==> config.mk <==
export PLATFORM = sky130hd
export DESIGN_NAME = sfc_mem
export DESIGN_NICKNAME = d
export VERILOG_FILES = /design/src/rtl/sfc_pkg.sv /design/src/rtl/sfc_mem.sv
export SDC_FILE = /design/constraint.sdc
export NUM_CORES = 1
export LEC_CHECK = 0
export ABC_AREA = 1
export BUFFER_PORTS_ARGS = -buffer_cell sky130_fd_sc_hd__buf_2
export CAP_MARGIN = 10
export CORE_AREA = 3 3 40 42
export DETAILED_ROUTE_END_ITERATION = 12
export DIE_AREA = 0 0 43 45
export SYNTH_ARGS = -nofsm -noshare
export SYNTH_HDL_FRONTEND = slang
export SYNTH_SLANG_ARGS = --single-unit
==> constraint.sdc <==
create_clock -name vclk -period 0.8
set_input_delay 0.08 -clock vclk [all_inputs]
set_output_delay 0.08 -clock vclk [all_outputs]
set_load 0.02 [all_outputs]
==> src/rtl/sfc_pkg.sv <==
// Shared encodings for the SIMD fault resolver.
// Assumes mode and operand-class codes arrive as raw bits on the top ports.
package sfc_pkg;

    typedef enum logic [2:0] {
        MD_REAL   = 3'd0,
        MD_V86    = 3'd1,
        MD_PROT   = 3'd2,
        MD_COMPAT = 3'd3,
        MD_LONG   = 3'd4
    } cpu_mode_e;

    typedef enum logic [1:0] {
        OP_REG    = 2'd0,
        OP_MEMVEC = 2'd1,
        OP_MEMS32 = 2'd2,
        OP_MEMS64 = 2'd3
    } op_cls_e;

    localparam int NUM_CLS = 4;
    localparam int FLT_W   = 6;
    localparam int FB_UD   = 0;
    localparam int FB_NM   = 1;
    localparam int FB_GP   = 2;
    localparam int FB_SS   = 3;
    localparam int FB_AC   = 4;
    localparam int FB_XM   = 5;

endpackage

==> src/rtl/sfc_mem.sv <==
// Memory-operand checks: natural alignment per operand class, the 16-bit
// limit in real and virtual-8086 modes, and the canonical-address rule in
// 64-bit mode. Assumes limit and canonical tests are done upstream.
module sfc_mem
    import sfc_pkg::*;
#(
    parameter int ADDR_LO_W = 4,
    parameter int VEC_BYTES = 16,
    parameter int S32_BYTES = 4,
    parameter int S64_BYTES = 8
) (
    input  logic [2:0]           mode,
    input  logic [1:0]           op_cls,
    input  logic [ADDR_LO_W-1:0] addr_lo,
    input  logic                 ac_en,
    input  logic [1:0]           cpl,
    input  logic                 lim_ovf,
    input  logic                 non_canon,
    input  logic                 stack_ref,
    output logic                 gp_flt,
    output logic                 ss_flt,
    output logic                 ac_flt
);

    localparam int CLS_BYTES [NUM_CLS] = '{1, VEC_BYTES, S32_BYTES, S64_BYTES};

    logic [NUM_CLS-1:0] misal;
    logic is_mem, is_real, is_v86, is_long, vec_mis, lim_hit, canon_hit;

    // One alignment comparator per memory class, sized from its byte count.
    assign misal[0] = 1'b0;
    for (genvar g = 1; g < NUM_CLS; g++) begin : g_align
        localparam logic [ADDR_LO_W-1:0] MSK = ADDR_LO_W'(CLS_BYTES[g] - 1);
        assign misal[g] = |(addr_lo & MSK);
    end

    // Decode the mode and operand class.
    always_comb begin
        is_mem  = (op_cls != OP_REG);
        is_real = (mode == MD_REAL);
        is_v86  = (mode == MD_V86);
        is_long = (mode == MD_LONG);
        vec_mis = (op_cls == OP_MEMVEC) & misal[OP_MEMVEC];
    end

    // Resolve the protection and alignment faults of a memory operand.
    always_comb begin
        lim_hit   = (is_real | is_v86) & lim_ovf;
        canon_hit = is_long & non_canon;
        ss_flt    = is_mem & canon_hit & stack_ref;
        gp_flt    = is_mem & ~ss_flt & (canon_hit | vec_mis | lim_hit);
        ac_flt    = is_mem & (op_cls != OP_MEMVEC) & misal[op_cls] & ac_en
                  & ~is_real & (is_v86 | (cpl == 2'd3));
    end

endmodule

# Yosys cells after proc, flatten, opt, wreduce, memory -nomap -nowiden
# Cells that the tools add are included.
[classes] add_sub_neg=0 n_mul=0 div_mod_pow=0 magnitude_cmp=1 eq_ne=5 shifts=0 muxes=2 bitwise=18 reduce_logical=5
[ops] op="$and 1x1->1" n=12
[ops] op="$or 1x1->1" n=4
[ops] op="$reduce_or 4->1" n=1
[ops] op="$eq 3x1->1 const B" n=1
[ops] op="$eq 3x3->1 const B" n=1
[ops] op="$logic_not 3->1" n=1
[ops] op="$lt 2x3->1 const B" n=1
[ops] op="$reduce_or 3->1" n=1
[ops] op="$bmux 1 s2" n=1
[ops] op="$eq 2x1->1 const B" n=1
[ops] op="$eq 2x2->1 const B" n=1
[ops] op="$ne 2x1->1 const B" n=1
[ops] op="$not 1->1" n=2
[ops] op="$reduce_bool 2->1" n=1
[ops] op="$reduce_or 2->1" n=1
[ops] op="$mux 1" n=1
[totals] ff_bits=0 latch_bits=0 ram_bits=0 mem_bits_ro=0 in_bits=15 output_inout_bits=3 wordCells=31 n_memories=0

# Depth between registers and ports, before layout
# Gate-level depths: netlist of run 1.
[logic_depth] ltp_word=7 depth_mapped=6 mapped_depth_nobuf=6

# Least setup slack after synthesis of run 1
# Ideal clock, no wire load.
[synth_timing] kind="input to output" from="input port mode[1]" to="output port gp_flt" arrival_time_ns=0.630 t_required_ns=0.720 setup_slack_ns=0.090 cell_stages=5 n_path_buf=0 path_cell_list="nor2_2 nand2_2 nand2_1 nor2_1 nor2_1"
[synth_via] elab_chain_len=7 word_cells_on_any_way=13 classes_between="2 x eq/ne; 10 x bitwise; 1 x reduce/logical"
[synth_rtl] item="start: declaration" line="sfc_mem.sv:12" source="input logic [2:0] mode,"
[synth_rtl] item="$eq 3x3->1" line="sfc_mem.sv:42" source="is_long = (mode == MD_LONG);"
[synth_rtl] item="$and 1x1->1" line="sfc_mem.sv:49" source="canon_hit = is_long & non_canon;"
[synth_rtl] item="$and 1x1->1 (2 in series)" line="sfc_mem.sv:50" source="ss_flt = is_mem & canon_hit & stack_ref;"
[synth_rtl] item="$not 1->1" line="sfc_mem.sv:51" source="gp_flt = is_mem & ~ss_flt & (canon_hit | vec_mis | lim_hit);"
[synth_rtl] item="$and 1x1->1" line="sfc_mem.sv:51"
[synth_rtl] item="$and 1x1->1 (*)" line="sfc_mem.sv:51"
[synth_rtl] item="end: declaration" line="sfc_mem.sv:20" source="output logic gp_flt,"
# Every way passes the cells marked *; elsewhere a longest branch is shown, timed or not.

# Worst setup path after layout of run 1
[layout_timing] from="input port mode[0]" to="output port gp_flt"
# Same word-level chain as after synthesis.

==> results.ini, run 1 <==
[floorplan]
ios=18
die_width_um=43
dieArea_um2=1940
die_h_um=45
placementRows=13
start_util_pct=9.15
core_um2=1280

[layout]
antenna_cells=0
drive_gt1_share_pct=56.8
final-seq-area_um2=0
finalNetCount=61
final_cell_area_um2=270
fin_util_pct=21.0
area_growth_pct=130
seq_cell_count=0
clock_buffer_count=0

[sta]
clock.fmax_ghz=1.29
rsz0062_at_grt=true
relSlewSlack_pct=89.6
min_period_over_period_pct=96.7
final.setup.tns_ns=0
setup_viol=0
min_period_ns=0.773
hold_viol=0
worst_pin_slew_ns=0.157
slew_violations=0
worst_hold_slack_ns=0.499

[route]
vias=218
routed_via_density=3.69
routed_wl_um=429
drtPass1Iterations=1
wl_per_cell_um=7.27
drt-initial-drc-count=0
ant_nets=0
drc=0

[worst_setup_path]
critPathRequiredTime_ns=0.72
cp.depth=7
path_delay_family=simple AND/OR/NAND/NOR gates
cp_max_fo=3
path_common_cell=nor2_1
worstSetupPathType=primary input to output port
endpoint=gp_flt
arrival_ns=0.69
cp_slowest_cell=buf_4
cp-start-kind=primary input
crit_start=mode[0]
critPathBufInv=2
cp_cell_sequence=buf_2 -> nor2_4 -> nand2_2 -> nand2_1 -> nor2_1 -> nor2_1 -> buf_4
worst_path_largest_cell_delay_ns=0.14
end_kind=output port

[synth]
yosysUniqueCellTypes=10
synth_common_cells=nand2_1 (8), nor2_1 (7), inv_1 (4)
syn_avg_cell_area_um2=4.52
yosysWarnings=0
yosysMostFrequentCell=nand2_1
synth_nets=41
yosys.area.top_type=nand2_1
ys_seq_area_share_pct=0
ys_top_cells_by_area=nand2_1 (26%), nor2_1 (22%), inv_1 (13%), a21oi_2 (7.4%), a22oi_1 (6.4%)
syn_area_um2=118
netlist.area_leader.share_pct=25.5
syn_inst=26

[global_route]
grt_pass1_vias=183
grt.overflow.total=0
antenna_found_initial=0
grt_max_degree=4
grt_usage_pct=3.98
grt_pass1_wl_um=641

[place]
dpl_cell_area_um2=226
hpwlAfterDp_um=383
gp_congestion=0.680
io_buffers=18

[run]
drv_cap=0

[clock_network]
post_cts_buffers=0
ctsHoldBuffers=0

[power]
p_leak_nw=0.152
power_density_nw_per_um2=450
total_power_mw=0.122
peakVddDrop_uv=57.2

[worst_hold_path]
holdCritStartpoint=stack_ref
min_path_type=primary input to output port

[status]
status=finished clean

## final cells by class
type                            instances  area [um2]
Tap cell                               15        18.8
Timing Repair Buffer                   18         114
Inverter                                4        15.0
Fill cell                             151        1010
Multi-Input combinational cell         22         123
## through the flow
step                      cells  setup WS, ns
after floorplan              26        0.0900
after global placement       59      -0.00962
after detailed placement     59       -0.0162
after CTS                    59       0.00802
after global routing         59       -0.0482
final                        59        0.0266
## power by group
group	leakage, nW	internal, mW	switching, mW
Combinational	0.152	0.0643	0.0572
Sequential	0	0	0
Clock	0	0	0
## placed cells by master, fill, tap and decap left out
| master | netlist | layout |
|---|---|---|
| buf_8 | 0 | 1 |
| buf_2 | 0 | 13 |
| or2_1 | 1 | 1 |
| nor2_1 | 7 | 5 |
| buf_6 | 0 | 1 |
| o21ai_1 | 1 | 1 |
| nor2_4 | 0 | 2 |
| nand2_1 | 8 | 6 |
| a22oi_1 | 1 | 1 |
| a21oi_2 | 1 | 1 |
| nor2_2 | 1 | 1 |
| nand4_1 | 1 | 1 |
| inv_1 | 4 | 4 |
| nand2_2 | 1 | 3 |
| buf_4 | 0 | 3 |
## metal layers
| metal | track usage, % | wire [um] | up-vias |
|---|---|---|---|
| li1 | - | - | 117 |
| met1 | 4.52 | 146 | 91 |
| met2 | 8.38 | 231 | 10 |
| met3 | 0.398 | 51 | 0 |
| met4 | 0 | 0 | 0 |
| met5 | 0 | 0 | - |
## worst min-delay path by stage
stage	to	slack, ns	cells past startpoint
after floorplan	ss_flt	0.29	2
after global placement	ss_flt	0.49	4
after detailed placement	ss_flt	0.50	4
after CTS	ss_flt	0.50	4
after global routing	ss_flt	0.53	4
final	ss_flt	0.50	4
## timing repair
item,4_1_cts,5_1_grt
gates resized for setup,3,10
pin swaps,2,10
setup endpoints to repair,1,3
## cell families after synthesis
family | Yosys count | synth area share (%)
buf+inv | 4 | 12.8
compound gates | 3 | 18.1
simple gates | 19 | 69.2
(Power assumes the default switching activity.)
==> run 2, diff against run 1 <==
- CELL_PAD_IN_SITES_DETAIL_PLACEMENT: not set -> 1
- CELL_PAD_IN_SITES_GLOBAL_PLACEMENT: not set -> 1
- PLACE_DENSITY_LB_ADDON: not set -> 0.1
==> run 2 against run 1 <==
Utilization is 0.68 points higher. Hold slack improved by 0.0021 ns. Die area unchanged. Cell count did not move. Combinational power increased by 5%. Fmax shrank 0.23%. Non-clock buffer count unchanged. Highest routed layer unchanged.
==> results.ini, run 2 (same netlist as run 1, synthesis figures left out) <==
[power]
power_density_nw_per_um2=458
total_power_mw=0.128
peakVddDrop_uv=114
p_leak_nw=0.155

[route]
vias=215
routed_wl_um=482
drtPass1Iterations=2
drc=0
ant_nets=0
routed_via_density=3.64
drt-initial-drc-count=3
wl_per_cell_um=8.17

[worst_hold_path]
min_path_type=primary input to output port
hold_end=ss_flt
min_path_cells=4
holdCritStartpoint=stack_ref

[layout]
seq_cell_count=0
clock_buffer_count=0
antenna_cells=0
finalNetCount=61
final-seq-area_um2=0
layout_common_cells=buf_2 (13), nand2_1 (7), nor2_1 (5)
area_growth_pct=137
multi_input_area_um2=124
final_cells=59
final_common_cell=buf_2
fill_cells=169
drive_gt1_share_pct=59.1

[place]
dp_cells=59
io_buffers=18
gp_congestion=0.635
hpwlAfterDp_um=448

[global_route]
grt_max_degree=4
grt_pass1_wl_um=772
grt.overflow.total=0
grt_usage_pct=4.81
antenna_found_initial=0
grt_pass1_vias=215

[floorplan]
start_util_pct=9.15
die_width_um=43
die_h_um=45
ios=18
dieArea_um2=1940
placementRows=13
core_um2=1280

[sta]
relSlewSlack_pct=89.8
setup_viol=0
clock.fmax_ghz=1.29
worst_hold_slack_ns=0.501
hold_viol=0
worst_pin_slew_ns=0.153
min_period_ns=0.775
rsz0062_at_grt=true
min_period_over_period_pct=96.9
slew_violations=0

[clock_network]
ctsHoldBuffers=0
post_cts_buffers=0

[worst_setup_path]
crit_start=mode[1]
cp-start-kind=primary input
critPathRequiredTime_ns=0.72
worstSetupPathType=primary input to output port
end_kind=output port
arrival_ns=0.70
cp_max_fo=3

[status]
status=finished clean

[run]
drv_cap=0

## run 2: stage by stage
step / utilization, % / setup TNS (ns) / setup WS, ns / cell area (um2)
CTS: 19.1 / 0 / 0.00356 / 245
finish: 21.7 / 0 / 0.0249 / 279
detailed placement: 17.6 / -0.0276 / -0.0276 / 226
global placement: 17.6 / -0.0229 / -0.0229 / 226
global route: 21.7 / -0.0750 / -0.0598 / 279
floorplan: - / 0 / 0.0900 / 118
## run 2: routing by layer
| layer | track usage [%] | vias up | share of wire [%] |
|---|---|---|---|
| met4 | 0 | 0 | 0 |
| met2 | 8.08 | 11 | 48 |
| met5 | 0 | - | 0 |
| li1 | - | 117 | - |
| met3 | 0.398 | 0 | 11 |
| met1 | 7.14 | 87 | 40 |
## run 2: how the worst max path moves through the flow
stage,endpoint,slack (ns),depth (start not counted)
2_1_floorplan,gp_flt,0.09,5
3_3_place_gp,gp_flt,-0.02,7
3_5_place_dp,gp_flt,-0.03,7
4_1_cts,gp_flt,0.004,7
5_1_grt,gp_flt,-0.06,7
6_report,gp_flt,0.02,6
## run 2: worst max-delay path, stage by stage
cell and delay (ns):
buf_8 0.10, nor2_4 0.10, nand2_2 0.08, o21ai_2 0.13, nor2_1 0.05, buf_4 0.15
## run 2: area by class of cell
| cell class | instances | share of cell area (%) |
|---|---|---|
| Inverter | 4 | 5.38 |
| Multi-Input combinational cell | 22 | 44.4 |
| Tap cell | 15 | 6.73 |
| Timing Repair Buffer | 18 | 43.5 |
## run 2: report_power, final
group	total, mW	leakage, nW	switching (mW)	internal (mW)
logic	0.128	0.155	0.0588	0.0690
clock network	0	0	0	0
registers	0	0	0	0
## run 2: what timing repair did
item,4_1_cts,5_1_grt
endpoints found under the setup margin,1,2
gates resized for setup,5,9
pin swaps,6,7
==> run 3, diff against run 2 <==
- clock period: 0.8 -> 0.9 ns (I/O delays scaled with it)
==> run 3 against run 2 <==
Routed wire length up 2.3%. Largest cell class unchanged. First-iteration DRC count down 100%. Highest routed layer unchanged. Via count up 4.7%. Cell count unchanged. Die area unchanged. Critical path depth up 1. Critical path type unchanged.
==> results.ini, run 3 (same netlist as run 1, synthesis figures left out) <==
[status]
status=finished clean

[run]
drv_cap=0

[layout]
final_cells=59
final_common_cell=buf_2
layout_common_cells=buf_2 (17), nand2_1 (8), nor2_1 (6)
drive_gt1_share_pct=50.0
seq_cell_count=0
finalNetCount=61
area_growth_pct=96.8
clock_buffer_count=0
final_cell_area_um2=231
antenna_cells=0
final-seq-area_um2=0
fin_util_pct=18.0

[sta]
min_period_over_period_pct=93.4
worst_hold_slack_ns=0.529
relSlewSlack_pct=89.3
setup_slack_ns=0.0595
slew_violations=0
hold_viol=0
setup_viol=0
min_period_ns=0.840
worst_pin_slew_ns=0.160
clock.fmax_ghz=1.19

[route]
wl_met1_um=202
wl_per_cell_um=8.36
dr.max_layer_used=met3
drtPass1Iterations=1
vias=225
ant_nets=0
wl_met3_um=55
wl_met2_um=235
drc=0
routed_via_density=3.81
routed_wl_um=493
drt-initial-drc-count=0

[clock_network]
ctsHoldBuffers=0
post_cts_buffers=0
ctsResizeCount=0

[global_route]
grt_usage_pct=4.56
antenna_found_initial=0
grt_pass1_wl_um=731
grt_pass1_vias=195
grt_max_degree=4
grt.overflow.total=0

[floorplan]
die_h_um=45
ios=18
die_width_um=43
placementRows=13
core_um2=1280
start_util_pct=9.15
dieArea_um2=1940

[worst_setup_path]
cp-start-kind=primary input
cp_max_fo=3
worstSetupPathType=primary input to output port
critPathRequiredTime_ns=0.81
end_kind=output port
arrival_ns=0.75

[power]
p_leak_nw=0.144
power_density_nw_per_um2=394
peakVddDrop_uv=78.5

[place]
hpwlAfterDp_um=479
gp_congestion=0.609
dpl_cell_area_um2=226
io_buffers=18
dp_cells=59
place_ws_ns=0.0212

[worst_hold_path]
min_path_type=primary input to output port
min_path_cells=4

==> run 3: stage by stage <==
step,setup TNS (ns),power (mW)
floorplan,0,0.0403
global placement,0,0.0860
detailed placement,0,0.0893
CTS,0,0.0896
global route,-0.0129,0.103
finish,0,0.0912
==> run 3: worst paths after layout <==
check                 slack [ns]      to  startpoint
worst min-delay path        0.53  ss_flt   stack_ref
worst max-delay path        0.06  gp_flt     mode[1]
==> run 3: layout make-up <==
| cell class | instances | area [um2] |
|---|---|---|
| Tap cell | 15 | 18.8 |
| Fill cell | 176 | 1050 |
| Multi-Input combinational cell | 22 | 105 |
| Timing Repair Buffer | 18 | 92.6 |
| Inverter | 4 | 15.0 |
==> run 3: worst max-delay path, stage by stage <==
cell,delay [ns]
buf_2,0.11
nor2_2,0.13
nand2_2,0.08
nand2_1,0.06
nor2_1,0.04
nor2_1,0.08
buf_4,0.14
==> run 3: metal layers <==
| layer | GRT usage (%) | up-vias |
|---|---|---|
| li1 | - | 116 |
| met1 | 6.19 | 98 |
| met2 | 7.78 | 11 |
| met3 | 1.20 | 0 |
| met4 | 0 | 0 |
| met5 | 0 | - |
==> run 3: report_power, final <==
| group | internal [mW] | leakage [nW] | switching (mW) |
|---|---|---|---|
| clock network | 0 | 0 | 0 |
| registers | 0 | 0 | 0 |
| logic | 0.0450 | 0.144 | 0.0463 |
